`src/rtl/pwm_buf_pkg.sv`:
```
`timescale 1ns/1ps
package pwm_buf_pkg;

  // widened type for comparisons that need one bit of headroom
  localparam int WIDE_W = 17;
  typedef logic [WIDE_W-1:0] wide_t;

  // register map (word addresses)
  localparam int ADR_CTRL  = 0;
  localparam int ADR_CYCLE = 1;
  localparam int ADR_COUNT = 2;
  localparam int ADR_BUF   = 3;
  localparam int ADR_DUTY0 = 4;

  // control word bit positions
  localparam int CB_RUN  = 0;
  localparam int CB_IEN  = 1;
  localparam int CB_OSEL = 2;
  localparam int CB_FLAG = 7;

  // counter has reached the period value
  function automatic logic period_hit(wide_t cnt, wide_t cyc);
    return cnt == cyc;
  endfunction

  // output falls when the next count equals the duty and duty lies inside the period
  function automatic logic edge_drop(wide_t cnt, wide_t duty, wide_t cyc);
    return ((cnt + wide_t'(1)) == duty) && (duty < cyc);
  endfunction

  // flag update: set has priority over clear
  function automatic logic flag_after(logic cur, logic set, logic clr);
    if (set) return 1'b1;
    if (clr) return 1'b0;
    return cur;
  endfunction

endpackage

```
`src/rtl/pwm_regs.sv`:
```
`timescale 1ns/1ps
module pwm_regs
  import pwm_buf_pkg::*;
#(
  parameter int CNT_W  = 10,
  parameter int DATA_W = 16,
  parameter int ADDR_W = 3,
  parameter int SEL_W  = 1
) (
  input  logic              clk,
  input  logic              rst_n,
  input  logic              wr_en,
  input  logic [ADDR_W-1:0] wr_addr,
  input  logic [DATA_W-1:0] wr_data,
  input  logic              rd_en,
  input  logic [ADDR_W-1:0] rd_addr,
  input  logic              match,
  output logic              run,
  output logic              irq_en,
  output logic [SEL_W-1:0]  out_sel,
  output logic [CNT_W-1:0]  cycle_q,
  output logic [DATA_W-1:0] buf_q,
  output logic              flag_q,
  output logic              buf_wr,
  output logic              ctrl_wr
);

  logic cycle_wr;
  logic arm_q;
  logic flag_clr;

  assign ctrl_wr  = wr_en && (wr_addr == ADDR_W'(ADR_CTRL));
  assign cycle_wr = wr_en && (wr_addr == ADDR_W'(ADR_CYCLE));
  assign buf_wr   = wr_en && (wr_addr == ADDR_W'(ADR_BUF));
  assign flag_clr = ctrl_wr && !wr_data[CB_FLAG] && arm_q;

  always_ff @(posedge clk or negedge rst_n) begin
    if (!rst_n) begin
      run     <= 1'b0;
      irq_en  <= 1'b0;
      out_sel <= '0;
    end else if (ctrl_wr) begin
      run     <= wr_data[CB_RUN];
      irq_en  <= wr_data[CB_IEN];
      out_sel <= wr_data[CB_OSEL +: SEL_W];
    end
  end

  always_ff @(posedge clk or negedge rst_n) begin
    if (!rst_n) cycle_q <= '0;
    else if (cycle_wr) cycle_q <= wr_data[CNT_W-1:0];
  end

  always_ff @(posedge clk or negedge rst_n) begin
    if (!rst_n) buf_q <= '0;
    else if (buf_wr) buf_q <= wr_data;
  end

  // arming: a control read that sees the flag at 1 enables the next clear
  always_ff @(posedge clk or negedge rst_n) begin
    if (!rst_n) arm_q <= 1'b0;
    else if (ctrl_wr) arm_q <= 1'b0;
    else if (rd_en && (rd_addr == ADDR_W'(ADR_CTRL)) && flag_q) arm_q <= 1'b1;
  end

  always_ff @(posedge clk or negedge rst_n) begin
    if (!rst_n) flag_q <= 1'b0;
    else flag_q <= flag_after(flag_q, match, flag_clr);
  end

endmodule

```
`src/rtl/pwm_counter.sv`:
```
`timescale 1ns/1ps
module pwm_counter
  import pwm_buf_pkg::*;
#(
  parameter int CNT_W = 10
) (
  input  logic             clk,
  input  logic             rst_n,
  input  logic             run,
  input  logic [CNT_W-1:0] cycle_q,
  output logic [CNT_W-1:0] cnt_q,
  output logic             match
);

  assign match = run && period_hit(wide_t'(cnt_q), wide_t'(cycle_q));

  always_ff @(posedge clk or negedge rst_n) begin
    if (!rst_n) cnt_q <= '0;
    else if (run) begin
      if (match) cnt_q <= '0;
      else cnt_q <= cnt_q + 1'b1;
    end
  end

endmodule

```
`src/rtl/pwm_duty_bank.sv`:
```
`timescale 1ns/1ps
module pwm_duty_bank #(
  parameter int CNT_W    = 10,
  parameter int NUM_DUTY = 2,
  parameter int SEL_W    = 1
) (
  input  logic                           clk,
  input  logic                           rst_n,
  input  logic                           match,
  input  logic [CNT_W-1:0]               buf_val,
  input  logic [SEL_W-1:0]               buf_sel,
  input  logic                           buf_wr,
  input  logic [CNT_W-1:0]               wr_val,
  input  logic [SEL_W-1:0]               wr_sel,
  output logic [NUM_DUTY-1:0][CNT_W-1:0] duty_q,
  output logic [NUM_DUTY-1:0][CNT_W-1:0] duty_d,
  output logic                           post_match,
  output logic                           contend
);

  // staging write landing in the clock right after a boundary
  assign contend = post_match && buf_wr;

  always_ff @(posedge clk or negedge rst_n) begin
    if (!rst_n) post_match <= 1'b0;
    else post_match <= match;
  end

  for (genvar i = 0; i < NUM_DUTY; i++) begin : g_duty
    logic [CNT_W-1:0] cur_q;
    logic [CNT_W-1:0] nxt;

    always_comb begin
      nxt = cur_q;
      if (match && (buf_sel == SEL_W'(i))) nxt = buf_val;
      if (contend && (wr_sel == SEL_W'(i))) nxt = wr_val;
    end

    always_ff @(posedge clk or negedge rst_n) begin
      if (!rst_n) cur_q <= '0;
      else cur_q <= nxt;
    end

    assign duty_q[i] = cur_q;
    assign duty_d[i] = nxt;
  end

endmodule

```
`src/rtl/pwm_out_gen.sv`:
```
`timescale 1ns/1ps
module pwm_out_gen
  import pwm_buf_pkg::*;
#(
  parameter int CNT_W = 10
) (
  input  logic             clk,
  input  logic             rst_n,
  input  logic             run,
  input  logic             match,
  input  logic [CNT_W-1:0] cnt_q,
  input  logic [CNT_W-1:0] cycle_q,
  input  logic [CNT_W-1:0] duty_act,
  input  logic [CNT_W-1:0] duty_next_act,
  output logic             pwm_q
);

  logic drop;

  assign drop = edge_drop(wide_t'(cnt_q), wide_t'(duty_act), wide_t'(cycle_q));

  always_ff @(posedge clk or negedge rst_n) begin
    if (!rst_n) pwm_q <= 1'b0;
    else if (run) begin
      if (match) pwm_q <= (duty_next_act != '0);
      else if (drop) pwm_q <= 1'b0;
    end
  end

endmodule

```
`src/rtl/pwm_buf_chan.sv`:
```
`timescale 1ns/1ps
module pwm_buf_chan
  import pwm_buf_pkg::*;
#(
  parameter int CNT_W    = 10,
  parameter int DATA_W   = 16,
  parameter int ADDR_W   = 3,
  parameter int NUM_DUTY = 2
) (
  input  logic              clk,
  input  logic              rst_n,
  input  logic              wr_en,
  input  logic [ADDR_W-1:0] wr_addr,
  input  logic [DATA_W-1:0] wr_data,
  input  logic              rd_en,
  input  logic [ADDR_W-1:0] rd_addr,
  output logic [DATA_W-1:0] rd_data,
  output logic              pwm_o,
  output logic              irq_o
);

  localparam int SEL_W   = (NUM_DUTY > 1) ? $clog2(NUM_DUTY) : 1;
  localparam int SEL_LSB = DATA_W - SEL_W;

  logic                           run;
  logic                           irq_en;
  logic [SEL_W-1:0]               out_sel;
  logic [CNT_W-1:0]               cycle_q;
  logic [DATA_W-1:0]              buf_q;
  logic                           flag_q;
  logic                           buf_wr;
  logic                           ctrl_wr;
  logic [CNT_W-1:0]               cnt_q;
  logic                           match;
  logic [NUM_DUTY-1:0][CNT_W-1:0] duty_q;
  logic [NUM_DUTY-1:0][CNT_W-1:0] duty_d;
  logic                           post_match;
  logic                           contend;
  logic [CNT_W-1:0]               duty_act;
  logic [CNT_W-1:0]               duty_next_act;
  logic [CNT_W-1:0]               buf_val;
  logic [SEL_W-1:0]               buf_sel;
  logic [CNT_W-1:0]               wr_val;
  logic [SEL_W-1:0]               wr_sel;

  assign buf_val = buf_q[CNT_W-1:0];
  assign buf_sel = buf_q[SEL_LSB +: SEL_W];
  assign wr_val  = wr_data[CNT_W-1:0];
  assign wr_sel  = wr_data[SEL_LSB +: SEL_W];

  pwm_regs #(
    .CNT_W(CNT_W), .DATA_W(DATA_W), .ADDR_W(ADDR_W), .SEL_W(SEL_W)
  ) i_regs (
    .clk(clk), .rst_n(rst_n), .wr_en(wr_en), .wr_addr(wr_addr),
    .wr_data(wr_data), .rd_en(rd_en), .rd_addr(rd_addr), .match(match),
    .run(run), .irq_en(irq_en), .out_sel(out_sel), .cycle_q(cycle_q),
    .buf_q(buf_q), .flag_q(flag_q), .buf_wr(buf_wr), .ctrl_wr(ctrl_wr)
  );

  pwm_counter #(.CNT_W(CNT_W)) i_counter (
    .clk(clk), .rst_n(rst_n), .run(run), .cycle_q(cycle_q),
    .cnt_q(cnt_q), .match(match)
  );

  pwm_duty_bank #(
    .CNT_W(CNT_W), .NUM_DUTY(NUM_DUTY), .SEL_W(SEL_W)
  ) i_bank (
    .clk(clk), .rst_n(rst_n), .match(match), .buf_val(buf_val),
    .buf_sel(buf_sel), .buf_wr(buf_wr), .wr_val(wr_val), .wr_sel(wr_sel),
    .duty_q(duty_q), .duty_d(duty_d), .post_match(post_match),
    .contend(contend)
  );

  // active duty register, current and next-clock value
  always_comb begin
    duty_act      = '0;
    duty_next_act = '0;
    for (int i = 0; i < NUM_DUTY; i++) begin
      if (out_sel == SEL_W'(i)) begin
        duty_act      = duty_q[i];
        duty_next_act = duty_d[i];
      end
    end
  end

  pwm_out_gen #(.CNT_W(CNT_W)) i_out (
    .clk(clk), .rst_n(rst_n), .run(run), .match(match), .cnt_q(cnt_q),
    .cycle_q(cycle_q), .duty_act(duty_act), .duty_next_act(duty_next_act),
    .pwm_q(pwm_o)
  );

  assign irq_o = flag_q && irq_en;

  always_comb begin
    rd_data = '0;
    if (rd_addr == ADDR_W'(ADR_CTRL)) begin
      rd_data[CB_RUN]             = run;
      rd_data[CB_IEN]             = irq_en;
      rd_data[CB_OSEL +: SEL_W]   = out_sel;
      rd_data[CB_FLAG]            = flag_q;
    end
    if (rd_addr == ADDR_W'(ADR_CYCLE)) rd_data[CNT_W-1:0] = cycle_q;
    if (rd_addr == ADDR_W'(ADR_COUNT)) rd_data[CNT_W-1:0] = cnt_q;
    if (rd_addr == ADDR_W'(ADR_BUF))   rd_data = buf_q;
    for (int i = 0; i < NUM_DUTY; i++) begin
      if (rd_addr == ADDR_W'(ADR_DUTY0 + i)) rd_data[CNT_W-1:0] = duty_q[i];
    end
  end

endmodule

```
`config.mk`:
```
export PLATFORM = sky130hd
export DESIGN_NAME = pwm_buf_chan
export DESIGN_NICKNAME = d
export VERILOG_FILES = /design/src/rtl/pwm_buf_pkg.sv /design/src/rtl/pwm_regs.sv /design/src/rtl/pwm_counter.sv /design/src/rtl/pwm_duty_bank.sv /design/src/rtl/pwm_out_gen.sv /design/src/rtl/pwm_buf_chan.sv
export SDC_FILE = /design/constraint.sdc
export NUM_CORES = 1
export LEC_CHECK = 0
export ABC_CLOCK_PERIOD_IN_PS = 3300
export BUFFER_PORTS_ARGS = -buffer_cell sky130_fd_sc_hd__buf_2
export CAP_MARGIN = 20
export CORE_MARGIN = 4
export CORE_UTILIZATION = 45
export CTS_BUF_LIST = sky130_fd_sc_hd__clkbuf_8 sky130_fd_sc_hd__clkbuf_16
export DETAILED_ROUTE_END_ITERATION = 10
export PLACE_DENSITY_LB_ADDON = 0.05
export SETUP_SLACK_MARGIN = 0.4
export SLEW_MARGIN = 40
export SYNTH_ARGS = -nofsm -noshare
export SYNTH_HDL_FRONTEND = slang
export SYNTH_HIERARCHICAL = 1
export SYNTH_SLANG_ARGS = --single-unit
```
`constraint.sdc`:
```
create_clock -name clk -period 3.3 [get_ports clk]
set_input_delay 0.33 -clock clk [delete_from_list [all_inputs] [get_ports clk]]
set_output_delay 0.33 -clock clk [all_outputs]
set_load 0.05 [all_outputs]
```
==> results.sh, run 1 <==
export IMPL_hold_viol=0
export IMPL_peakVddDrop_mv=0.324
export IMPL_synthCells=400
export IMPL_slew_headroom_pct=52.8
export IMPL_tightestPinTransition_ns=0.708
export IMPL_overflow=0
export IMPL_die_area_um2=11100
export IMPL_setup_ws_ns=0.496
export IMPL_grt_max_degree=45
export IMPL_fin_tns_setup_ns=0
export IMPL_crit_required_ns=3.53
export IMPL_worst_skew_pair_late_latency_ns=0.36
export IMPL_max_cap_violations=0
export IMPL_power_frac_seq_pct=35.0
export IMPL_grt_met3_usage_pct=5.39
export IMPL_drive_gt1_share_pct=34.6
export IMPL_hpwl_mm=8.32
export IMPL_antenna_found_initial=0
export IMPL_setup_viol=0
export IMPL_status="complete, no violations"
export IMPL_drc_errors=0
export IMPL_antennaDiodeCount=0
export IMPL_combPwrFrac_pct=41.3
export IMPL_cts_inserted_buffers=9
export IMPL_powerDensity_nw_per_um2=675
export IMPL_drtPass1Iterations=5
export IMPL_final_period_utilization_pct=85.0
export IMPL_die_w_um=105
export IMPL_via_per_inst=5.50
export IMPL_clockRootBuffer="clkbuf_8"
export IMPL_vias=3267
export IMPL_sw_frac_of_total_pct=38.2
export IMPL_busiest_layer="met2"
export IMPL_gp_congestion=0.898
export IMPL_cts_sinks=63
export IMPL_synth_area_um2=4250
export IMPL_cp_arrival_ns=3.03
export IMPL_port_buffers=43
export IMPL_rsz0062_at_grt="false"
export IMPL_drt_initial_drc_count=259
export IMPL_num_nets_final=498
export IMPL_p_clk_share_pct=23.7
export IMPL_grt_use_total_pct=21.9
export IMPL_ant_nets=0
export IMPL_routed_wl_mm=11.8
export IMPL_clkTransAtPathRegs_ns=0.07
export IMPL_intPower_mw=2.07
export IMPL_cp_slowest_cell="dfrtp_2"
export IMPL_die_height_um=105
export IMPL_grt_pass1_wl_mm=18.5
export IMPL_ios=44
export IMPL_r2r_setup_slack_ns=0.50
export IMPL_cts_tree="yes"
export IMPL_max_stage_delay_ns=0.48
export IMPL_syn_num_nets=437
export IMPL_first_global_vias=3277
export IMPL_slew_violations=0
export IMPL_synthToLayoutAreaGrowth_pct=16.6
export IMPL_power_leakage_nw=2.25
export IMPL_clock_path_buffers=2
export IMPL_fin_crit_ns=2.80
export IMPL_yosysWarnings=6
export IMPL_crit_fanout=10
export IMPL_post_place_ws_ns=0.364
export IMPL_hold_class="primary input to flop"
export IMPL_switching_power_mw=1.28
export IMPL_wl_per_cell_um=19.8
export IMPL_h_tree_depth=3
export IMPL_fmax_mhz=357
export IMPL_skew_ns=0.00673
export IMPL_met1_usage_pct=29.3
export IMPL_rows=35
export IMPL_syn_avg_cell_area_um2=10.6
export IMPL_worst_setup_path_type="flop to flop"
export IMPL_worstSetupStartpointType="flop"
export IMPL_path_cells="xnor2_1 > nand3_1 > nor3_4 > buf_12 > nand2b_4 > mux2i_1 > a21oi_1 > mux2_2 > nor4_2 > a31oi_1 > a21oi_1 > a31oi_1"
export IMPL_initial_core_util_pct=46.0
export IMPL_end_kind="flop"
export IMPL_coreArea_um2=9240
export IMPL_met2_usage_pct=35.5
-- path summary, 6_finish.rpt --
path                                            to  cells past startpoint                from
max in group asynchronous       i_counter/cnt_q[1]                      3               rst_n
worst min register to register    i_regs/buf_q[12]                      1    i_regs/buf_q[12]
min in group asynchronous         i_regs/buf_q[14]                      2               rst_n
worst max-delay path                   i_out/pwm_q                     12  i_counter/cnt_q[5]
worst max register to register         i_out/pwm_q                     12  i_counter/cnt_q[5]
worst min-delay path              i_regs/buf_q[13]                      2         wr_data[13]
-- layout make-up --
type                    instances  area, um2
inverters                      17       63.8
flip-flops and latches         63       1580
fillers                       838       4280
clock inverters                 3       65.1
multi-input cells             304       2510
well taps                     129        161
clock buffers                  12        165
repair buffers                 66        408
-- routing by layer --
| metal | part of all wire [%] | vias to the layer above |
|---|---|---|
| met5 | 0 | - |
| met3 | 4.7 | 16 |
| met4 | 1.6 | 0 |
| li1 | - | 1566 |
| met2 | 48 | 88 |
| met1 | 46 | 1597 |
-- critical path, delay by kind of cell (launching register included) --
kind	cells	cell delay, ns
flops	1	0.48
xor+xnor	1	0.21
mux	2	0.51
compound gates	4	0.45
buf+inv	1	0.15
simple gates	4	0.89
-- stage by stage --
step	util [%]	total power [mW]	instance area, um2	hold WS [ns]	std cells
final	53.7	3.35	4960	0.199	594
after global routing	53.7	3.55	4960	0.191	594
after CTS	52.5	3.31	4850	0.176	584
after detailed placement	49.8	2.48	4600	0.360	568
after global placement	49.7	2.46	4600	0.479	568
after floorplan	-	2.12	4250	0.0344	400
-- registers in the layout (all words and copies together), names as in the netlist, 10 cells and up --
name	cells
i_bank/g_duty.cur_q	20
i_regs/buf_q	16
i_counter/cnt_q	10
i_regs/cycle_q	10
-- cells in the final DEF, fill, tap and decap left out, drive strengths merged, types with 3 or more instances in the layout --
cell	n
nor4	6
mux2i	38
a21oi	17
ha	11
xor2	8
nand2	28
nand3	9
nor2	28
nand4	10
xnor2	22
and2	3
dfrtp	63
a211oi	3
inv	17
a221oi	4
o21ai	15
o21a	3
nor3	5
o211ai	8
buf	65
mux2	56
clkbuf	12
and3	8
nand2b	3
-- repair_timing --
| action | 4_1_cts | 5_1_grt |
|---|---|---|
| cloned | 0 | 1 |
| hold buffers | 1 | 0 |
| endpoints found under the setup margin | 1 | 1 |
| setup buffers | 0 | 9 |
| resized for setup | 2 | 6 |
| endpoints found under the hold margin | 42 | 0 |
| pin swaps | 1 | 3 |
-- power by group through the flow --
| stage | Sequential, mW | Clock, mW | Combinational, mW |
|---|---|---|---|
| 6_report | 1.17 | 0.794 | 1.38 |
| 5_1_grt | 1.20 | 0.847 | 1.50 |
| 4_1_cts | 1.18 | 0.819 | 1.31 |
| 3_5_place_dp | 1.19 | 0 | 1.30 |
| 3_3_place_gp | 1.19 | 0 | 1.28 |
| 2_1_floorplan | 1.16 | 0 | 0.967 |
Power figures use the tool's default switching activity.
==> run 2, diff against run 1 <==
ABC_CLOCK_PERIOD_IN_PS = 2500   (was 3300)
clock period = 2.5 ns   (was 3.3 ns; I/O delays follow)
==> run 2 against run 1 <==
The run now ends with setup timing left. Register-to-register slack lost 0.55 ns. Global-route usage rose by 0.64 points. Combinational power grew 44%. Wire length increased by 1.3%. Via count increased by 4.0%. Sequential cell count unchanged. Power rose by 41%. First-iteration DRC count decreased by 1.5%. Count of clock-buffer cells in the layout down 3. Design area rose by 5.7%. Non-clock buffer count rose by 20. Clock skew increased by 0.0021 ns. Critical path type unchanged. Critical endpoint unchanged. Largest cell class unchanged.
==> results.sh, run 2 (synthesis results as in run 1) <==
export IMPL_wl_met2_mm=5.62
export IMPL_fmax_mhz=391
export IMPL_rows=35
export IMPL_synthToLayoutAreaGrowth_pct=23.2
export IMPL_die_height_um=105
export IMPL_holdCritStartpoint="wr_data[14]"
export IMPL_ios=44
export IMPL_drt_initial_drc_count=255
export IMPL_worst_skew_pair_late_latency_ns=0.35
export IMPL_hold_viol=0
export IMPL_final_cell_mix="dfrtp_1 (59), mux2_2 (45), buf_2 (42), buf_4 (39), mux2i_1 (37)"
export IMPL_gp_congestion=0.912
export IMPL_switching_power_mw=1.76
export IMPL_top_regs="i_bank/g_duty.cur_q x20, i_regs/buf_q x16"
export IMPL_setup_ws_ns=-0.0584
export IMPL_wl_per_cell_um=19.4
export IMPL_clkTransAtPathRegs_ns=0.08
export IMPL_largest_register_ffs=20
export IMPL_antenna_found_initial=1
export IMPL_slew_headroom_pct=55.9
export IMPL_skew_ns=0.00879
export IMPL_crit_required_ns=2.72
export IMPL_combPwrFrac_pct=42.2
export IMPL_regMostFlops="i_bank/g_duty.cur_q"
export IMPL_clock_path_buffers=2
export IMPL_cp_arrival_ns=2.78
export IMPL_setup_viol=1
export IMPL_initial_core_util_pct=46.0
export IMPL_grt_max_degree=39
export IMPL_hold_class="primary input to flop"
export IMPL_power_frac_seq_pct=32.0
export IMPL_final_period_utilization_pct=102
export IMPL_first_global_vias=3502
export IMPL_tightestPinTransition_ns=0.662
export IMPL_ant_nets=0
export IMPL_grt_pass1_wl_mm=19.3
export IMPL_worstSetupStartpointType="flop"
export IMPL_cts_inserted_buffers=9
export IMPL_dr_max_layer_used="met5"
export IMPL_p_clk_share_pct=25.8
export IMPL_crit_fanout=5
export IMPL_slew_violations=0
export IMPL_clockRootBuffer="clkbuf_8"
export IMPL_max_cap_violations=0
export IMPL_holdPathStages=2
export IMPL_worstReg2RegEnd="i_out/pwm_q"
export IMPL_coreArea_um2=9240
export IMPL_status="finished with violations"
export IMPL_port_buffers=43
export IMPL_intPower_mw=2.95
export IMPL_drive_gt1_share_pct=39.1
export IMPL_hpwl_mm=8.77
export IMPL_fillerInstances=839
export IMPL_p_total_mw=4.71
export IMPL_r2r_cells=12
export IMPL_end_kind="flop"
export IMPL_die_w_um=105
export IMPL_final_common_cell="dfrtp_1"
export IMPL_grt_use_total_pct=22.5
export IMPL_overflow=0
export IMPL_powerDensity_nw_per_um2=899
export IMPL_cts_tree="yes"
export IMPL_routed_wl_mm=11.9
export IMPL_via_per_inst=5.53
export IMPL_peakVddDrop_mv=0.372
export IMPL_fin_crit_ns=2.56
export IMPL_sw_frac_of_total_pct=37.3
export IMPL_wl_met1_mm=5.42
export IMPL_wl_met3_um=552
export IMPL_cts_sinks=63
export IMPL_worst_setup_path_type="flop to flop"
export IMPL_vias=3399
export IMPL_num_nets_final=518
export IMPL_violations="setup timing"
export IMPL_h_tree_depth=3
export IMPL_drc_errors=0
export IMPL_r2r_start="i_regs/cycle_q[9]"
export IMPL_utilization_pct=56.7
export IMPL_drtPass1Iterations=6
export IMPL_instances_no_fill=615
export IMPL_die_area_um2=11100
export IMPL_power_leakage_nw=2.39
export IMPL_r2r_setup_slack_ns=-0.06
export IMPL_worstHoldEndpoint="i_regs/buf_q[14]"
export IMPL_dp_cells=593
export IMPL_antennaDiodeCount=0
export IMPL_rsz0062_at_grt="true"
==> run 2: changes by cell type in the layout (fill, tap and decap cells not counted), sizes merged <==
cell,before,now
nand2b,3,4
bufinv,2,4
clkinvlp,0,1
buf,65,84
clkbuf,12,10
clkinv,1,2
nand2,28,27
==> run 2: metrics by stage <==
step	hold WS [ns]	worst slack, ns	cell area, um2	TNS (ns)
2_1_floorplan	-0.0456	-0.209	4280	-0.209
3_3_place_gp	0.306	-0.344	4830	-0.344
3_5_place_dp	0.318	-0.371	4830	-0.371
4_1_cts	0.116	-0.0385	5200	-0.0385
5_1_grt	0.126	-0.257	5240	-0.257
6_report	0.129	-0.0584	5240	-0.0584
==> run 2: worst max path at each step <==
stage | cells past startpoint | end | from | slack, ns
CTS | 12 | i_out/pwm_q | i_regs/cycle_q[4] | -0.04
global placement | 11 | i_out/pwm_q | i_regs/cycle_q[4] | -0.34
detailed placement | 11 | i_out/pwm_q | i_regs/cycle_q[4] | -0.37
floorplan | 12 | i_out/pwm_q | i_counter/cnt_q[2] | -0.21
finish | 12 | i_out/pwm_q | i_regs/cycle_q[9] | -0.06
global route | 12 | i_out/pwm_q | i_counter/cnt_q[4] | -0.26
==> run 2: worst max-delay path: stages, from the launching register on <==
cell and delay (ns):
dfrtp_1 0.41, xnor2_2 0.20, nand4_2 0.16, nor3_4 0.19, buf_6 0.17, nand2b_4 0.10
mux2i_2 0.20, a21oi_1 0.11, mux2_4 0.30, nor4_4 0.30, a31oi_1 0.12, a21oi_1 0.13
a31oi_1 0.05
==> run 2: power by group through the flow <==
stage	logic [mW]	clock network (mW)	registers, mW
final	1.99	1.21	1.51
after detailed placement	1.91	0	1.51
after floorplan	1.29	0	1.53
after global routing	2.17	1.28	1.54
after CTS	1.97	1.24	1.50
after global placement	1.88	0	1.51
==> run 2: layout make-up <==
class	instances	area, um2	share of cell area, %
clock buffer	9	124	2.36
inverter	17	63.8	1.22
multi-input combinational	304	2590	49.5
sequential	63	1580	30.2
tap	129	161	3.08
timing repair buffer	86	572	10.9
clock inverter	7	145	2.77
==> run 2: repair_timing <==
action	in CTS	in global routing
hold buffers	1	0
pin swaps	4	1
endpoints found under the hold margin	25	0
resized for setup	9	6
endpoints found under the setup margin	3	2
buffers inserted	3	1
gates cloned	1	0
==> run 2: metal layers <==
metal | vias to the layer above | global-route usage, %
li1 | 1606 | -
met1 | 1645 | 30.7
met2 | 119 | 36.1
met3 | 27 | 3.49
met4 | 2 | 8.34
met5 | - | 0
